## config.mk

```make
export PLATFORM = sky130hd
export DESIGN_NAME = rd_strobe_timer
export DESIGN_NICKNAME = d
export VERILOG_FILES = /design/src/rtl/rd_strobe_pkg.sv /design/src/rtl/rd_strobe_regs.sv /design/src/rtl/rd_strobe_ctrl.sv /design/src/rtl/rd_strobe_datapath.sv /design/src/rtl/rd_strobe_timer.sv
export SDC_FILE = /design/constraint.sdc
export NUM_CORES = 1
export LEC_CHECK = 0
export ABC_AREA = 1
export BUFFER_PORTS_ARGS = -buffer_cell sky130_fd_sc_hd__buf_2
export CORE_UTILIZATION = 52
export CTS_CLUSTER_DIAMETER = 150
export DETAILED_ROUTE_END_ITERATION = 10
export PLACE_DENSITY = 0.91
export SLEW_MARGIN = 20
export SYNTH_ARGS = -nofsm -noshare
export SYNTH_HDL_FRONTEND = slang
export SYNTH_HIERARCHICAL = 1
export SYNTH_SLANG_ARGS = --single-unit
```

## constraint.sdc

```tcl
create_clock -name clk -period 1.6 [get_ports clk]
set_input_delay 0 -clock clk [delete_from_list [all_inputs] [get_ports clk]]
set_output_delay 0 -clock clk [all_outputs]
set_load 0.05 [all_outputs]
```

## src/rtl/rd_strobe_pkg.sv

```systemverilog
package rd_strobe_pkg;

  typedef enum logic [1:0] {
    IF_BASIC = 2'd0,
    IF_BYTE_SRAM = 2'd1,
    IF_BURST_ROM = 2'd2,
    IF_MUXED = 2'd3
  } ifType_e;

  typedef struct packed {
    logic active;
    logic load;
    logic step;
    logic clear;
  } seqCtl_t;

  function automatic logic resolveEarly(input logic [1:0] ifType, input logic areaBit);
    case (ifType)
      IF_BYTE_SRAM: resolveEarly = 1'b1;
      IF_BURST_ROM: resolveEarly = 1'b0;
      default: resolveEarly = areaBit;
    endcase
  endfunction

endpackage

```

## src/rtl/rd_strobe_regs.sv

```systemverilog
module rd_strobe_regs #(
  parameter int REG_W = 16,
  parameter int NUM_AREAS = 8
) (
  input  logic clk,
  input  logic rstN,
  input  logic wrEn,
  input  logic [REG_W-1:0] wrData,
  output logic [REG_W-1:0] rdData,
  output logic [NUM_AREAS-1:0] timingBits
);
  localparam int FIELD_LSB = REG_W - NUM_AREAS;

  logic [NUM_AREAS-1:0] timingQ;

  always_ff @(posedge clk or negedge rstN) begin
    if (!rstN) timingQ <= '0;
    else if (wrEn) timingQ <= wrData[FIELD_LSB +: NUM_AREAS];
  end

  always_comb begin
    rdData = '0;
    rdData[FIELD_LSB +: NUM_AREAS] = timingQ;
  end

  assign timingBits = timingQ;

  AST_WRITE_TAKES: assert property (@(posedge clk) disable iff (!rstN)
    wrEn |=> rdData[FIELD_LSB +: NUM_AREAS] == $past(wrData[FIELD_LSB +: NUM_AREAS]));

endmodule

```

## src/rtl/rd_strobe_ctrl.sv

```systemverilog
module rd_strobe_ctrl
  import rd_strobe_pkg::*;
(
  input  logic clk,
  input  logic rstN,
  input  logic startReq,
  input  logic atEnd,
  output seqCtl_t ctl,
  output logic busy
);
  logic busyQ;

  always_comb begin
    ctl.active = busyQ;
    ctl.load = startReq && !busyQ;
    ctl.step = busyQ && !atEnd;
    ctl.clear = busyQ && atEnd;
  end

  always_ff @(posedge clk or negedge rstN) begin
    if (!rstN) busyQ <= 1'b0;
    else if (ctl.load) busyQ <= 1'b1;
    else if (ctl.clear) busyQ <= 1'b0;
  end

  assign busy = busyQ;

  AST_HOLD_BUSY: assert property (@(posedge clk) disable iff (!rstN)
    (busyQ && !atEnd) |=> busyQ);
  AST_BUSY_END: assert property (@(posedge clk) disable iff (!rstN)
    (busyQ && atEnd) |=> !busyQ);

endmodule

```

## src/rtl/rd_strobe_datapath.sv

```systemverilog
module rd_strobe_datapath
  import rd_strobe_pkg::*;
#(
  parameter int LEN_W = 4,
  parameter int MIN_LEN = 2
) (
  input  logic clk,
  input  logic rstN,
  input  seqCtl_t ctl,
  input  logic [LEN_W-1:0] lenIn,
  input  logic earlyIn,
  input  logic [1:0] ifTypeIn,
  output logic atEnd,
  output logic rdStrobeN,
  output logic capturePulse
);
  localparam int CNT_W = LEN_W + 1;
  localparam logic [CNT_W-1:0] MIN_TICKS = CNT_W'(2 * MIN_LEN);

  logic [CNT_W-1:0] tickQ;
  logic [CNT_W-1:0] endTickQ;
  logic [CNT_W-1:0] negTickQ;
  logic [CNT_W-1:0] endTickD;
  logic strobeLow;

  always_comb begin
    endTickD = {lenIn, 1'b0};
    if (endTickD < MIN_TICKS) endTickD = MIN_TICKS;
  end

  always_ff @(posedge clk or negedge rstN) begin
    if (!rstN) begin
      tickQ <= '0;
      endTickQ <= MIN_TICKS;
      negTickQ <= MIN_TICKS;
    end else if (ctl.load) begin
      tickQ <= CNT_W'(1);
      endTickQ <= endTickD;
      negTickQ <= earlyIn ? endTickD - CNT_W'(1) : endTickD;
    end else if (ctl.step) begin
      tickQ <= tickQ + CNT_W'(1);
    end else if (ctl.clear) begin
      tickQ <= '0;
    end
  end

  assign atEnd = (tickQ == endTickQ);
  assign strobeLow = ctl.active && (tickQ < negTickQ);
  assign rdStrobeN = !strobeLow;
  assign capturePulse = ctl.active && (tickQ == negTickQ - CNT_W'(1));

  AST_TICK_STEP: assert property (@(posedge clk) disable iff (!rstN)
    (ctl.active && !atEnd) |=> tickQ == $past(tickQ) + CNT_W'(1));
  AST_SRAM_EARLY: assert property (@(posedge clk) disable iff (!rstN)
    (ctl.load && ifTypeIn == IF_BYTE_SRAM) |=> negTickQ == endTickQ - CNT_W'(1));
  AST_BURST_NORMAL: assert property (@(posedge clk) disable iff (!rstN)
    (ctl.load && ifTypeIn == IF_BURST_ROM) |=> negTickQ == endTickQ);
  AST_CAPTURE_THEN_RELEASE: assert property (@(posedge clk) disable iff (!rstN)
    capturePulse |=> rdStrobeN);
  AST_MIN_LEN: assert property (@(posedge clk) disable iff (!rstN)
    ctl.load |=> endTickQ >= MIN_TICKS);

endmodule

```

## src/rtl/rd_strobe_timer.sv

```systemverilog
module rd_strobe_timer
  import rd_strobe_pkg::*;
#(
  parameter int REG_W = 16,
  parameter int NUM_AREAS = 8,
  parameter int LEN_W = 4,
  localparam int AREA_W = $clog2(NUM_AREAS)
) (
  input  logic clk,
  input  logic rstN,
  input  logic regWrEn,
  input  logic [REG_W-1:0] regWrData,
  output logic [REG_W-1:0] regRdData,
  input  logic cycStart,
  input  logic [AREA_W-1:0] cycArea,
  input  logic [1:0] cycIfType,
  input  logic [LEN_W-1:0] cycLen,
  output logic rdStrobeN,
  output logic capturePulse,
  output logic busy
);
  logic [NUM_AREAS-1:0] timingBits;
  logic earlyReq;
  logic atEnd;
  seqCtl_t ctl;

  rd_strobe_regs #(.REG_W(REG_W), .NUM_AREAS(NUM_AREAS)) u_regs (
    .clk(clk), .rstN(rstN), .wrEn(regWrEn), .wrData(regWrData),
    .rdData(regRdData), .timingBits(timingBits)
  );

  assign earlyReq = resolveEarly(cycIfType, timingBits[cycArea]);

  rd_strobe_ctrl u_ctrl (
    .clk(clk), .rstN(rstN), .startReq(cycStart), .atEnd(atEnd),
    .ctl(ctl), .busy(busy)
  );

  rd_strobe_datapath #(.LEN_W(LEN_W)) u_dp (
    .clk(clk), .rstN(rstN), .ctl(ctl), .lenIn(cycLen), .earlyIn(earlyReq),
    .ifTypeIn(cycIfType), .atEnd(atEnd), .rdStrobeN(rdStrobeN),
    .capturePulse(capturePulse)
  );

endmodule

```

# Yosys cells after proc, flatten, opt, wreduce, memory -nomap -nowiden

Cells that the tools add are included.

Register bits after elaboration: 24
Bits of input ports: 29
Output and inout port bits: 19
Logic and storage cells: 35

Add/subtract/negate cells: 3
Order comparisons: 3
Equality and inequality tests: 4
Muxes and demuxes: 10
Reductions and logical operators: 10

Operators by type and width:

| kind                                                                          | number |
|---|---|
| 5-bit 2-to-1 mux                                                              | 5 |
| 5-bit equality test                                                           | 2 |
| 5-bit by 1-bit subtractor with 5-bit output (second input constant)           | 2 |
| 5-bit by 1-bit adder with 5-bit output (second input constant)                | 1 |
| 1-bit logical AND                                                             | 5 |
| 5-bit by 3-bit less-than comparator with 1-bit output (second input constant) | 1 |
| 5-bit less-than comparator                                                    | 1 |
| 3-bit by 4-bit less-than comparator with 1-bit output (second input constant) | 1 |
| 1-bit binary-select mux with 3-bit select                                     | 1 |
| 1-bit zero test                                                               | 3 |
| 1-bit 2-to-1 mux                                                              | 3 |
| 3-bit nonzero test                                                            | 1 |
| 2-bit by 1-bit equality test with 1-bit output (second input constant)        | 1 |
| 2-bit equality test (second input constant)                                   | 1 |
| 1-bit case mux with 2 select lines                                            | 1 |
| 2-bit nonzero test                                                            | 1 |

# Depth between registers and ports, before layout

Depth in word-level cells: 5
Depth in mapped cells: 12

# Cells and area by module

Netlist, hierarchy kept.

Modules (own cells, without submodules):

| module             | times used | cells an instance | area an instance (µm²) |
|---|---|---|---|
| rd_strobe_datapath | 1          | 143               | 1009.7 |
| rd_strobe_regs     | 1          | 51                | 429.2 |
| rd_strobe_timer    | 1          | 30                | 128.9 |
| rd_strobe_ctrl     | 1          | 11                | 68.8 |

# Worst setup path after synthesis

OpenSTA, ideal clock, no wires.

Path kind: register to output
Start: register u_ctrl.busyQ (netlist: u_ctrl/busy)
End: output port capturePulse
Data arrival time: 1.715 ns
Slack: -0.115 ns
Cell stages (with the launch flop): 6
Buffers on the path: 1
Cells stage by stage: dfrtp_1 > buf_4 > nand3_1 > nor2_1 > nand3_1 > nor2_1

Longest elaborated chain between the ends: 1

Ends and longest elaborated chain:

| item                     | RTL line                 | RTL |
|---|---|---|
| start: declaration       | rd_strobe_ctrl.sv:11     | `logic busyQ;` |
| start signal: assignment | rd_strobe_ctrl.sv:21     | `if (!rstN) busyQ <= 1'b0;` |
| start signal: assignment | rd_strobe_ctrl.sv:22     | `else if (ctl.load) busyQ <= 1'b1;` |
| start signal: assignment | rd_strobe_ctrl.sv:23     | `else if (ctl.clear) busyQ <= 1'b0;` |
| 1-bit logical AND        | rd_strobe_datapath.sv:50 | `assign capturePulse = ctl.active && (tickQ == negTickQ - CNT_W'(1));` |
| end: declaration         | rd_strobe_timer.sv:19    | `output logic capturePulse,` |

No other way between the ends.

# Worst setup path after layout

Start: register u_dp.negTickQ[0]
End: output port capturePulse

Longest elaborated chain between the ends: 3

Ends and longest elaborated chain:

| item                                        | RTL line                 | RTL |
|---|---|---|
| start: declaration                          | rd_strobe_datapath.sv:22 | `logic [CNT_W-1:0] negTickQ;` |
| start signal: assignment                    | rd_strobe_datapath.sv:39 | `negTickQ <= earlyIn ? endTickD - CNT_W'(1) : endTickD;` |
| 5-bit by 1-bit subtractor with 5-bit output | rd_strobe_datapath.sv:50 |  |
| 5-bit equality test                         | rd_strobe_datapath.sv:50 |  |
| 1-bit logical AND                           | rd_strobe_datapath.sv:50 |  |

No other way between the ends.

==> results.yml <==
clocking:
  cts_buffers: 3
  cts_tree: "yes"
  cts_sinks: 23
  cts.htree.levels: 1
  clockBufferDepth: 2
  cts.reportedPaths.clkPinSlew_ns: 0.13
  clock_latency_ns: 0.31
  clock-root-buffer: "clkbuf_4"
detailed_routing:
  drtAntennaViolNets: 0
  wl_mm: 3.96
  drtIter0Drc: 43
  viasPerCell: 4.83
  first_pass_iters: 4
  drc_errors: 0
  routed-via-count: 1619
  wl_per_cell_um: 11.8
global_route:
  grt_antenna_before_repair: 0
  grt_pass1_vias: 1554
  grtUsageMet1_pct: 31.9
  use_met3_pct: 2.01
  grtUsageMet2_pct: 43.7
  grtUsageTotal_pct: 24.5
  grt_first_pass_wirelength_mm: 6.46
  top_usage_layer: "met2"
  grt_max_degree: 24
  grt_overflow: 0
floorplanning:
  initial_core_util_pct: 56.9
  design.die.area_mm2: 0.00338
  core.rowCount: 19
  core_area_mm2: 0.00288
  die_w_um: 58.1
  die_height_um: 58.1
  io_pins: 48
setup_path:
  crit_required_ns: 1.60
  cp_max_fo: 2
  startpoint_type: "flip-flop"
  arrival_ns: 1.64
  crit_type: "reg -> out"
  endpoint_kind: "output pin"
power_and_ir_drop:
  comb_power_share_pct: 65.9
  swShare_pct: 47.5
  peakVddDrop_mv: 1.03
  pwr-share-seq_pct: 26.8
  clkPwrFrac_pct: 7.3
  power.internal_mw: 1.92
  powerDensity_mw_per_mm2: 1680
  switchingPower_mw: 1.74
  p_leak_nw: 1.18
timing:
  hold_slack_ns: 0.0227
  finalSetupTns_ns: -0.0531
  fmax_mhz: 611
  setup_viol: 2
  finClkSkew_ns: 0.0105
  rsz0062_at_grt: "true"
  worst_pin_slew_ns: 0.503
  max_slew_margin_pct: 66.5
  final-hold-violation-count: 0
  setup_slack_ns: -0.0371
  period_share_pct: 102
  maxSlewViolCount: 0
  min_period_ns: 1.64
synthesis:
  synthCells: 235
  yosysUniqueCellTypes: 24
  syn_area_mm2: 0.00164
  synth-edff-count: 0
  synth_flop_cell: "dfrtp_1"
  avgSynthCellArea_um2: 6.96
  async_flop_share_pct: 100
  yosys_warnings: 6
  synth_seq_cells: 23
  seq_area_frac_synth_pct: 35.3
cells_and_area:
  diodes: 0
  area_delta_synth_final_pct: 32.9
  final_net_count: 332
  layout-drive-gt1-share_pct: 30.4
placed_design:
  portBuffers: 31
  gp_congestion: 0.908
  place_hpwl_mm: 2.46
outcome:
  status: "finished with violations"
  violations: "negative setup slack"
hold_path:
  hp-class: "in -> reg"
run:
  maxCapViolCount: 0
-- power groups by stage --
stage	Combinational [mW]	Clock (mW)	Sequential [mW]
3_5_place_dp	1.77	0	0.961
5_1_grt	2.65	0.298	1.00
2_1_floorplan	1.31	0	1.04
3_3_place_gp	1.71	0	0.951
4_1_cts	2.11	0.273	0.959
6_report	2.41	0.268	0.979
-- sequential cells by signal, indices dropped and copies added, names as in the netlist --
signal and flops:
u_ctrl/busy 1, u_dp/endTickQ 4, u_dp/negTickQ 5, u_dp/tickQ 5, u_regs/timingBits 8
-- area by class of cell --
type                            instances  area [µm²]
Clock buffer                            3        22.5
Clock inverter                          1        5.00
Fill cell                             198         702
Inverter                               40         153
Multi-Input combinational cell        158         860
Sequential cell                        23         579
Tap cell                               42        52.6
Timing Repair Buffer                   68         503
-- path summary, 6_finish.rpt --
kind / from / slack, ns / to / depth (start not counted)
setup / recovery: u_dp/negTickQ[0]$_DFFE_PN0P_ / -0.04 / capturePulse / 8
hold / removal: cycLen[1] / 0.02 / u_dp/negTickQ[4]$_DFFE_PN0P_ / 5
setup reg to reg: u_dp/tickQ[0]$_DFFE_PN0P_ / 0.04 / u_dp/tickQ[0]$_DFFE_PN0P_ / 10
hold reg to reg: u_dp/endTickQ[2]$_DFFE_PN1P_ / 0.50 / u_dp/endTickQ[2]$_DFFE_PN1P_ / 2
max in group asynchronous: rstN / 1.04 / u_dp/negTickQ[2]$_DFFE_PN1P_ / 2
min in group asynchronous: rstN / 0.20 / u_dp/endTickQ[3]$_DFFE_PN0P_ / 2
-- placed cells by master, fill, tap and decap left out, types with 3 or more instances in the layout --
cell / Yosys / routed
xnor2_1: 3 / 3
nand3_1: 19 / 18
nand4_1: 3 / 3
nor2_1: 8 / 5
buf_4: 20 / 15
o21ai_0: 5 / 4
inv_2: 9 / 16
ha_4: 0 / 4
o21ai_1: 6 / 6
buf_6: 1 / 4
nand2_1: 84 / 81
nand2_2: 3 / 6
a21oi_1: 3 / 3
dfrtp_1: 21 / 20
clkbuf_4: 0 / 3
buf_2: 0 / 29
inv_1: 30 / 22
ha_1: 9 / 5
nor2_2: 0 / 3
conb_1: 1 / 8
dlygate4sd3_1: 0 / 20
-- cell usage after synthesis (2+ instances only) --
cell	instances	area [µm²]
inv_2	9	33.8
dfrtp_1	21	526
o21ai_1	6	30.0
ha_1	9	113
dfstp_2	2	52.6
buf_4	20	150
nor2_1	8	30.0
xor2_1	2	17.5
xnor2_1	3	26.3
inv_1	30	113
nand4_1	3	18.8
o21ai_0	5	25.0
a21oi_1	3	15.0
nand2_1	84	315
nand3_1	19	95.1
nand2_2	3	18.8
-- critical path, cell delays in order (launching register included) --
cell and delay [ns]:
dfrtp_1 0.44, inv_2 0.10, ha_4 0.20, nand2_2 0.07, nand3_2 0.07, nor2_2 0.11, nand3_1 0.08, nor2_2 0.10
buf_6 0.16
-- routing by layer --
metal | up-vias | wire length (µm) | share of wire, %
met5 | - | 0 | 0
met4 | 0 | 48 | 1.2
met3 | 5 | 100 | 2.5
met2 | 38 | 1990 | 50
met1 | 761 | 1820 | 46
li1 | 815 | - | -
-- what timing repair did --
action / in CTS / in global routing
pin swaps: 4 / 9
hold buffers: 20 / 0
gates cloned: 0 / 0
hold endpoints to repair: 36 / 0
resized for setup: 14 / 16
setup buffers: 7 / 3
endpoints found under the setup margin: 4 / 7
-- logic make-up after synthesis --
group,Yosys count,synth area share (%)
buffers and inverters,61,19.0
AO/OA/AOI/OAI,17,5.58
other,1,0.229
XOR/XNOR,5,2.68
AND/OR/NAND/NOR,119,30.3
adder cells (fa/ha/maj),9,6.88
flip-flops,23,35.3
-- through the flow --
| stage | utilization (%) | area [µm²] | std cells | setup slack [ns] | power, mW |
|---|---|---|---|---|---|
| after floorplan | - | 1670 | 242 | 0.00810 | 2.35 |
| after global placement | 61.3 | 1760 | 301 | 0.0643 | 2.66 |
| after detailed placement | 61.3 | 1760 | 301 | -0.00924 | 2.73 |
| after CTS | 73.2 | 2110 | 332 | -0.0224 | 3.34 |
| after global routing | 75.6 | 2170 | 335 | -0.102 | 3.95 |
| final | 75.6 | 2170 | 335 | -0.0371 | 3.66 |
(Power assumes the default switching activity.)
